[config.mk]
export PLATFORM = sky130hd
export DESIGN_NAME = alt_slot_buffer
export DESIGN_NICKNAME = d
export VERILOG_FILES = /design/src/rtl/alt_slot_pkg.sv /design/src/rtl/alt_slot_phase.sv /design/src/rtl/alt_slot_cell.sv /design/src/rtl/alt_slot_buffer.sv
export SDC_FILE = /design/constraint.sdc
export NUM_CORES = 1
export LEC_CHECK = 0
export BUFFER_PORTS_ARGS = -buffer_cell sky130_fd_sc_hd__buf_2
export CORE_AREA = 2 2 39 41
export CTS_CLUSTER_SIZE = 12
export DETAILED_ROUTE_END_ITERATION = 8
export DIE_AREA = 0 0 41 43
export PLACE_DENSITY = 0.62
export RECOVER_POWER = 25
export SLEW_MARGIN = 20
export SYNTH_ARGS = -nofsm -noshare
export SYNTH_HDL_FRONTEND = slang
export SYNTH_SLANG_ARGS = --single-unit
[constraint.sdc]
create_clock -name clk -period 2.6 [get_ports clk]
set_input_delay 0.52 -clock clk [delete_from_list [all_inputs] [get_ports clk]]
set_output_delay 0.52 -clock clk [all_outputs]
set_load 0.05 [all_outputs]
[src/rtl/alt_slot_pkg.sv]
package alt_slot_pkg;
   typedef enum logic {
      SLOT_READ  = 1'b0,
      SLOT_WRITE = 1'b1
   } slot_e;

   localparam logic PRE_SLOT_INIT = 1'b1;
endpackage

[src/rtl/alt_slot_phase.sv]
module alt_slot_phase
   import alt_slot_pkg::*;
(
   input  logic  clk,
   input  logic  rst,
   output slot_e slot
);
   logic prev_q;

   assign slot = slot_e'(~prev_q);

   always_ff @(posedge clk) begin
      if (rst) prev_q <= PRE_SLOT_INIT;
      else     prev_q <= logic'(slot);
   end

   // slot flips on every edge out of reset
   p_slot_toggle_r1: assert property (@(posedge clk) disable iff (rst)
      1'b1 |=> (slot != $past(slot)));
endmodule

[src/rtl/alt_slot_cell.sv]
module alt_slot_cell #(
   parameter int DATA_W = 8
) (
   input  logic              clk,
   input  logic              rst,
   input  logic              load,
   input  logic [DATA_W-1:0] din,
   output logic [DATA_W-1:0] dout
);
   always_ff @(posedge clk) begin
      if (rst)       dout <= '0;
      else if (load) dout <= din;
   end
endmodule

[src/rtl/alt_slot_buffer.sv]
module alt_slot_buffer
   import alt_slot_pkg::*;
#(
   parameter int DATA_W    = 8,
   parameter bit ZERO_IDLE = 1'b1
) (
   input  logic              clk,
   input  logic              rst,
   input  logic              wr_valid,
   input  logic [DATA_W-1:0] wr_data,
   output logic              wr_slot,
   output logic              proto_err,
   input  logic              rd_req,
   output logic              rd_valid,
   output logic [DATA_W-1:0] rd_data
);
   localparam int MSB = DATA_W - 1;

   generate
      if (DATA_W < 1) begin : g_bad_width
         $error("alt_slot_buffer: DATA_W must be at least 1");
      end
   endgenerate

   slot_e            slot;
   logic             wr_fire;
   logic [MSB:0]     cell_q;

   alt_slot_phase u_phase (
      .clk  (clk),
      .rst  (rst),
      .slot (slot)
   );

   assign wr_slot   = (slot == SLOT_WRITE);
   assign wr_fire   = wr_valid & wr_slot;
   assign proto_err = wr_valid & ~wr_slot;
   assign rd_valid  = rd_req & (slot == SLOT_READ);

   alt_slot_cell #(.DATA_W(DATA_W)) u_cell (
      .clk  (clk),
      .rst  (rst),
      .load (wr_fire),
      .din  (wr_data),
      .dout (cell_q)
   );

   generate
      if (ZERO_IDLE) begin : g_mask_idle
         assign rd_data = rd_valid ? cell_q : '0;
      end else begin : g_show_cell
         assign rd_data = cell_q;
      end
   endgenerate

   // accepted word lands in the cell
   p_write_lands_r2: assert property (@(posedge clk) disable iff (rst)
      (wr_valid && wr_slot) |=> (cell_q == $past(wr_data)));

   // discarded word leaves the cell untouched
   p_drop_keeps_r3: assert property (@(posedge clk) disable iff (rst)
      (wr_valid && !wr_slot) |=> $stable(cell_q));

   // served read presents the cell
   p_read_cell_r4: assert property (@(posedge clk) disable iff (rst)
      rd_valid |-> (rd_data == cell_q));

   // accepted writes are never back to back
   p_no_back_to_back_r9: assert property (@(posedge clk) disable iff (rst)
      wr_fire |=> !wr_fire);

   // read and write never share a cycle
   p_rd_wr_excl_r9: assert property (@(posedge clk) disable iff (rst)
      !(wr_fire && rd_valid));
endmodule

==> metrics.md, run 1 <==
| Metric | Value |
|---|---|
| Multi-input logic area | `258 um2` |
| Power Density | `between 500 and 600 nW/um2` |
| P_int | `between 0.0002 and 0.00025 W` |
| RSZ-0062 raised after global routing | `no` |
| # fillers | `about 150` |
| Htree depth | `1` |
| Crit path arrival time | `around 1400 ps` |
| # IOs | `23` |
| Gr ovfl total | `0` |
| Pwr Total | `0.000318 W` |
| Critical Path RT | `approximately 2100 ps` |
| Clock Tree Buf Depth | `2` |
| TritonCTS Buffers | `3` |
| Reg clk slew, reported paths | `roughly 60 ps` |
| CTS tree | `done` |
| Ant. Diodes | `0` |
| Final setup violation count | `0` |
| I/O Buffers | `22` |
| Layout cell share with drive strength beyond 1 | `between 30% and 40%` |
| HP Class | `flop to flop` |
| Run status | `completed` |
| Avg Cell Area, Syn | `9.58 um2` |
| GRT Total Usage | `between 10 and 15%` |
| Comb power frac | `18.0%` |
| Grt met3 use | `between 7 and 8%` |
| Routed WL | `981 um` |
| Endpoints failing hold | `0` |
| Tightest Pin Transition | `around 500 ps` |
| Cts hold-fix bufs | `0` |
| Post-synthesis sequential area ratio | `a little under two fifths` |
| Worst Slack Setup Final | `680 ps` |
| Startpoint types | `flop` |
| Maximum operating frequency | `roughly 0.52 GHz` |
| M2 GR Usage | `around a fifth` |
| Clock power frac | `34.4%` |
| P_sw | `0.0000916 W` |
| Critical setup path kind | `flop to output port` |
| Max-capacitance violation count | `0` |
| Post_cts resized | `0` |
| Die Span Y | `around 43 um` |
| Layout Skew | `between 4 and 5 ps` |
| Final ANT Viol Nets | `0` |
| Final Critical Period | `1920 ps` |
| Syn Nets | `61` |
| Grt peak-use layer | `met2` |
| Post-route DRC violation count | `0` |
| First-pass GRT wire length | `roughly 1500 um` |
| Core area | `1380 um2` |
| Initial antenna violation count | `0` |
| Worst setup EP type | `output port` |
| First-iteration detailed-routing DRC count | `14` |
| Pre-CTS setup slack | `946 ps` |
| Max-slew headroom | `67.0%` |
| Std cell rows | `14` |
| Clock sink count | `9` |
| Slew Limit Fails | `0` |
| Crit-path max FO | `21` |
| Cell Area, Placed | `about 580 um2` |
| Placer Congestion | `0.618` |
| Syn Inst Count | `~50` |
| Via-per-instance ratio | `4.88` |
| Ys Warns | `0` |
| Chip width | `between 40 and 50 um` |
| Post-synthesis cell type count | `12` |
| Routed vias | `roughly 430` |
| Flop pwr share | `a little under half` |
| Total leakage power | `0.302 nW` |
| Post-CTS Setup Bufs | `0` |
| Full die area | `approximately 1800 um2` |
| Peak supply drop | `about 0.24 mV` |
| DR WL/cell | `about 11 um` |
| Tcrit/Tclk final | `73.8%` |
| Placed instance count | `84` |
| Initial Utilization | `33.9%` |
| Nets | `85` |
| Finished Layout Cells | `88` |
| Switching share of power | `between 20 and 30%` |
| Skew-Pair Late Insertion Delay | `around 270 ps` |
| Root Buffer Master | `clkbuf_4` |
| Setup_tns | `0 ps` |
| Area of the mapped netlist | `between 400 and 500 um2` |
| Design area | `approximately 600 um2` |
| Syn-to-layout area delta | `27.5%` |
| Met1 Track Usage GR | `about 16%` |
| HPWL after detailed placement | `around 650 um` |
| Largest net degree at the start of global routing | `22` |
| FF+latch count, synth | `9` |
| Vias in the first global route | `approximately 380` |
| Reg area | `180 um2` |
| Detailed Routing Iterations Pass 1 | `4` |
-- synthesized netlist by cell type --
master     count  area share [%]
and2_1         2             2.7
and3_1         8              11
buf_2          2             2.1
nand2b_1       8              11
or2b_1         1             1.6
o21ai_1        7             7.5
and2b_4        1             2.1
inv_1          1            0.80
dfxtp_1        9              38
buf_6          1             2.4
o21ai_2        1             1.9
nand4bb_1      8              19
-- through the flow --
stage / hold slack [ps] / util [%]
floorplan: 437 / -
detailed placement: 449 / 41.8
global placement: 448 / 41.8
global route: 481 / 43.2
CTS: 461 / 43.7
finish: 459 / 43.2
-- worst paths after layout --
path	cells after the start	startpoint	endpoint	slack, ps
max	2	u_phase.prev_q$_SDFF_PP1_	rd_data[4]	680
min	2	u_cell.dout[1]$_SDFFE_PP0P_	u_cell.dout[1]$_SDFFE_PP0P_	460
max reg2reg	2	u_phase.prev_q$_SDFF_PP1_	u_cell.dout[3]$_SDFFE_PP0P_	1370
min reg2reg	2	u_cell.dout[1]$_SDFFE_PP0P_	u_cell.dout[1]$_SDFFE_PP0P_	460
-- critical path, cell delays in order (launching register included) --
cell	delay [ps]
dfxtp_1	630
and3_1	240
buf_2	260
-- power by group through the flow --
stage	registers [W]	clock network, W	logic, W
2_1_floorplan	0.000150	0	0.0000455
5_1_grt	0.000152	0.000123	0.0000621
4_1_cts	0.000151	0.000116	0.0000592
3_5_place_dp	0.000154	0	0.0000591
6_report	0.000151	0.000109	0.0000572
3_3_place_gp	0.000154	0	0.0000589
-- flip-flops by register name, indices dropped and copies added (netlist names) --
signal	count
u_phase.prev_q	1
u_cell.dout	8
-- layer usage --
layer	vias to the layer above	share of wire (%)
met1	188	44
met5	-	0
met3	2	7.8
li1	223	-
met2	16	46
met4	0	1.4
-- final cells by class --
class / count / area share, %
Sequential cell: 9 / 30.1
Timing Repair Buffer: 22 / 18.4
Inverter: 1 / 0.628
Tap cell: 16 / 3.35
Multi-Input combinational cell: 36 / 43.1
Clock buffer: 4 / 4.39
-- logic make-up after synthesis --
family	Yosys count	share of synthesized area [%]
AND/OR/NAND/NOR	28	46.9
flip-flops	9	38.4
AO/OA/AOI/OAI	8	9.33
buffers and inverters	4	5.33
-- cells in the final DEF, fill, tap and decap left out, drive strengths merged, types with 2 or more instances in the layout --
master   synthesis  routed
dfxtp            9       9
clkbuf           0       4
and2             2       2
and3             8       8
nand2b           8       8
nand4bb          8       8
buf              3      22
o21ai            8       8
(Power assumes the default switching activity.)
==> inputs of run 2 (changes only) <==
ABC_AREA = 1   (was unset)
PLACE_DENSITY = 0.6   (was 0.62)
clock period = 1.9 ns   (was 2.6 ns; I/O delays follow)
==> run 2 against run 1 <==
  * Cell count increased by 32%
  * Core utilization fell by 0.54 points
  * Setup slack worse by 470 ps
  * Sequential share of layout area rose by 0.38 points
  * Via count grew 12%
  * Non-clock buffer count did not move
  * Synthesized cell count is 53% higher
  * Critical path depth rose by 1
  * Clock-buffer cell count stayed put
  * Critical path type unchanged
  * Critical endpoint is now rd_data[2]
  * Largest cell class is now sequential cells
==> metrics.md, run 2 <==
| Metric | Value |
|---|---|
| Run status | `completed` |
| Avg Cell Area, Syn | `5.97 um2 (-38%)` |
| First-pass GRT wire length | `1460 um (-4.5%)` |
| Worst setup EP type | `output port` |
| Endpoints failing hold | `0 (unchanged)` |
| EDFF count, synth | `0 (unchanged)` |
| Htree depth | `1 (unchanged)` |
| Cts hold-fix bufs | `0 (unchanged)` |
| Placer Congestion | `0.684 (+11%)` |
| Largest register FFs | `8 (unchanged)` |
| Top post-synthesis cells by area | `dfxtp_1 (40%), nor2_1 (20%), inv_1 (15%), nand2_1 (9.2%), nand3_1 (8.9%)` |
| First-iteration detailed-routing DRC count | `1 (-13)` |
| Most frequent cell after synthesis | `nor2_1` |
| Commonest cells after routing, fill and taps aside | `nor2_1 (25), buf_2 (22), inv_1 (18)` |
| Gr ovfl total | `0 (unchanged)` |
| Chip width | `41 um (unchanged)` |
| Largest net degree at the start of global routing | `11 (-50%)` |
| Via-per-instance ratio | `4.14 (-15%)` |
| Final ANT Viol Nets | `0 (unchanged)` |
| Finished Layout Cells | `116 (+32%)` |
| Design area | `591 um2 (-1.3%)` |
| FF+latch count, synth | `9 (unchanged)` |
| Post-synth ARST share | `0% (unchanged)` |
| Skew-Pair Late Insertion Delay | `260 ps (about the same)` |
| Peak supply drop | `0.525 mV (+120%)` |
| Post-synthesis cell type count | `9 (-3)` |
| Crit-path max FO | `9 (-57%)` |
| Nets | `113 (+33%)` |
| Syn-to-layout area delta | `31.8%` |
| HPWL after detailed placement | `673 um (+2.8%)` |
| Initial Utilization | `32.4% (-1.5 points)` |
| Root Buffer Master | `clkbuf_4` |
| Yosys top cell area share | `40.2% (+1.8 points)` |
| Area of the mapped netlist | `448 um2 (-4.5%)` |
| Area leader, netlist | `dfxtp_1` |
| Routed vias | `480 (+12%)` |
| Post-synthesis sequential area ratio | `40.2% (+1.8 points)` |
| Std cell rows | `14 (unchanged)` |
| # IOs | `23 (unchanged)` |
| Final Critical Period | `1690 ps` |
| Cell Area, Placed | `567 um2 (-1.9%)` |
| Pre-CTS setup slack | `425 ps (-521 ps)` |
| Crit path arrival time | `1310 ps (-90 ps)` |
| Core area | `1380 um2 (unchanged)` |
| Die Span Y | `43 um (unchanged)` |
| Worst Slack Setup Final | `210 ps (-470 ps)` |
| Full die area | `1760 um2 (unchanged)` |
| # fillers | `167 (+8.4%)` |
| Final setup violation count | `0 (unchanged)` |
| TritonCTS Buffers | `3 (unchanged)` |
| Post-CTS Setup Bufs | `0 (unchanged)` |
| I/O Buffers | `22 (unchanged)` |
| Critical setup path kind | `flop to output port` |
| Syn Inst Count | `75 (+53%)` |
| Most flop-heavy register | `u_cell.dout` |
| Ys Warns | `0 (unchanged)` |
| Vias in the first global route | `355 (-6.3%)` |
| GRT Total Usage | `13.4% (-0.32 points)` |
| Routed WL | `947 um (-3.5%)` |
| Slew Limit Fails | `0 (unchanged)` |
| Critical Path RT | `1520 ps (-560 ps)` |
| Power Density | `773 nW/um2 (+46%)` |
| Clock Tree Buf Depth | `2 (unchanged)` |
| Tightest Pin Transition | `546 ps (+51.8 ps)` |
| HP Class | `input port to flop` |
| Startpoint types | `flop` |
| RSZ-0062 raised after global routing | `no` |
| Biggest regs | `u_cell.dout (8), u_phase.prev_q (1)` |
| Primary FF master, synth | `dfxtp_1` |
| CTS tree | `done` |
| Syn Nets | `87 (+43%)` |
| Synth top cells by count | `nor2_1 (24), inv_1 (18), nand2_1 (11)` |
| Clock sink count | `9 (unchanged)` |
| Tcrit/Tclk final | `between 80% and 90%` |
| Initial antenna violation count | `0 (unchanged)` |
| Ant. Diodes | `0 (unchanged)` |
| Commonest non-fill, non-tap cell in the layout | `nor2_1` |
| Reg clk slew, reported paths | `60 ps (about the same)` |
| Detailed Routing Iterations Pass 1 | `2 (-2)` |
| Post-route DRC violation count | `0 (unchanged)` |
| Setup_tns | `0 ps (unchanged)` |
| Layout cell share with drive strength beyond 1 | `27.0% (-7.7 points)` |
| Layout Skew | `1.28 ps (-3.59 ps)` |
| Maximum operating frequency | `about 0.6 GHz` |
| Placed instance count | `112 (+33%)` |
| DR WL/cell | `8.16 um (-27%)` |
| Total leakage power | `0.351 nW (+16%)` |
| Post_cts resized | `0 (unchanged)` |
| Max-slew headroom | `63.4% (-3.5 points)` |
| Max-capacitance violation count | `0 (unchanged)` |
[run 2: changes by cell type after synthesis, sizes merged, moves of 2 or more]
| cell | previous run | this run |
|---|---|---|
| and3 | 8 | 0 |
| buf | 3 | 1 |
| nand2b | 8 | 0 |
| and2 | 2 | 0 |
| o21ai | 8 | 0 |
| nand3 | 0 | 8 |
| inv | 1 | 20 |
| nor2 | 0 | 25 |
| nand4bb | 8 | 0 |
| nand2 | 0 | 11 |
[run 2: area by class of cell]
type,instances,area [um2],share of cell area (%)
Sequential cell,9,180,30.5
Multi-Input combinational cell,44,175,29.7
Timing Repair Buffer,22,110,18.6
Inverter,21,78.8,13.3
Clock buffer,4,26.3,4.45
Tap cell,16,20.0,3.39
[run 2: worst paths after layout]
check                                                from                     endpoint  slack [ps]  cells past startpoint
worst min register to register  u_phase.prev_q$_SDFF_PP1_    u_phase.prev_q$_SDFF_PP1_         450                      1
worst max register to register  u_phase.prev_q$_SDFF_PP1_  u_cell.dout[7]$_SDFFE_PP0P_         850                      3
worst max-delay path            u_phase.prev_q$_SDFF_PP1_                   rd_data[2]         210                      3
worst min-delay path                           wr_data[4]  u_cell.dout[4]$_SDFFE_PP0P_         410                      5
[run 2: cell families (layout without fill, tap and decap cells)]
kind of cell           after synthesis  count (layout)  synth area share, %
DFF                                  9               9                 40.2
buffers and inverters               22              47                 20.1
and+or+nand+nor                     44              44                 39.7
[run 2: power breakdown]
group | leakage [nW] | internal, W | switching (W)
sequential | 0.0741 | 0.000201 | 0.00000666
clock | 0.0150 | 0.0000809 | 0.0000667
combinational | 0.261 | 0.0000301 | 0.0000710
[run 2: metrics by stage]
stage          total power (W)  hold slack, ps  util, %
4_1_cts               0.000466             412     42.9
6_report              0.000456             413     42.7
3_3_place_gp          0.000314             439     41.0
2_1_floorplan         0.000288             427        -
5_1_grt               0.000490             414     42.7
3_5_place_dp          0.000315             451     41.0
[run 2: critical path, stage by stage (launching register included)]
cell and delay (ps):
dfxtp_1 400, nand2_1 230, nor2_1 140, buf_2 270
[run 2: metal layers]
metal / global-route usage [%] / share of wire (%) / wire length, um
met1: 14.2 / 44 / 417
met2: 17.2 / 45 / 425
met3: 9.95 / 8.9 / 84
met4: 10.0 / 2.0 / 19
met5: 0 / 0 / 0
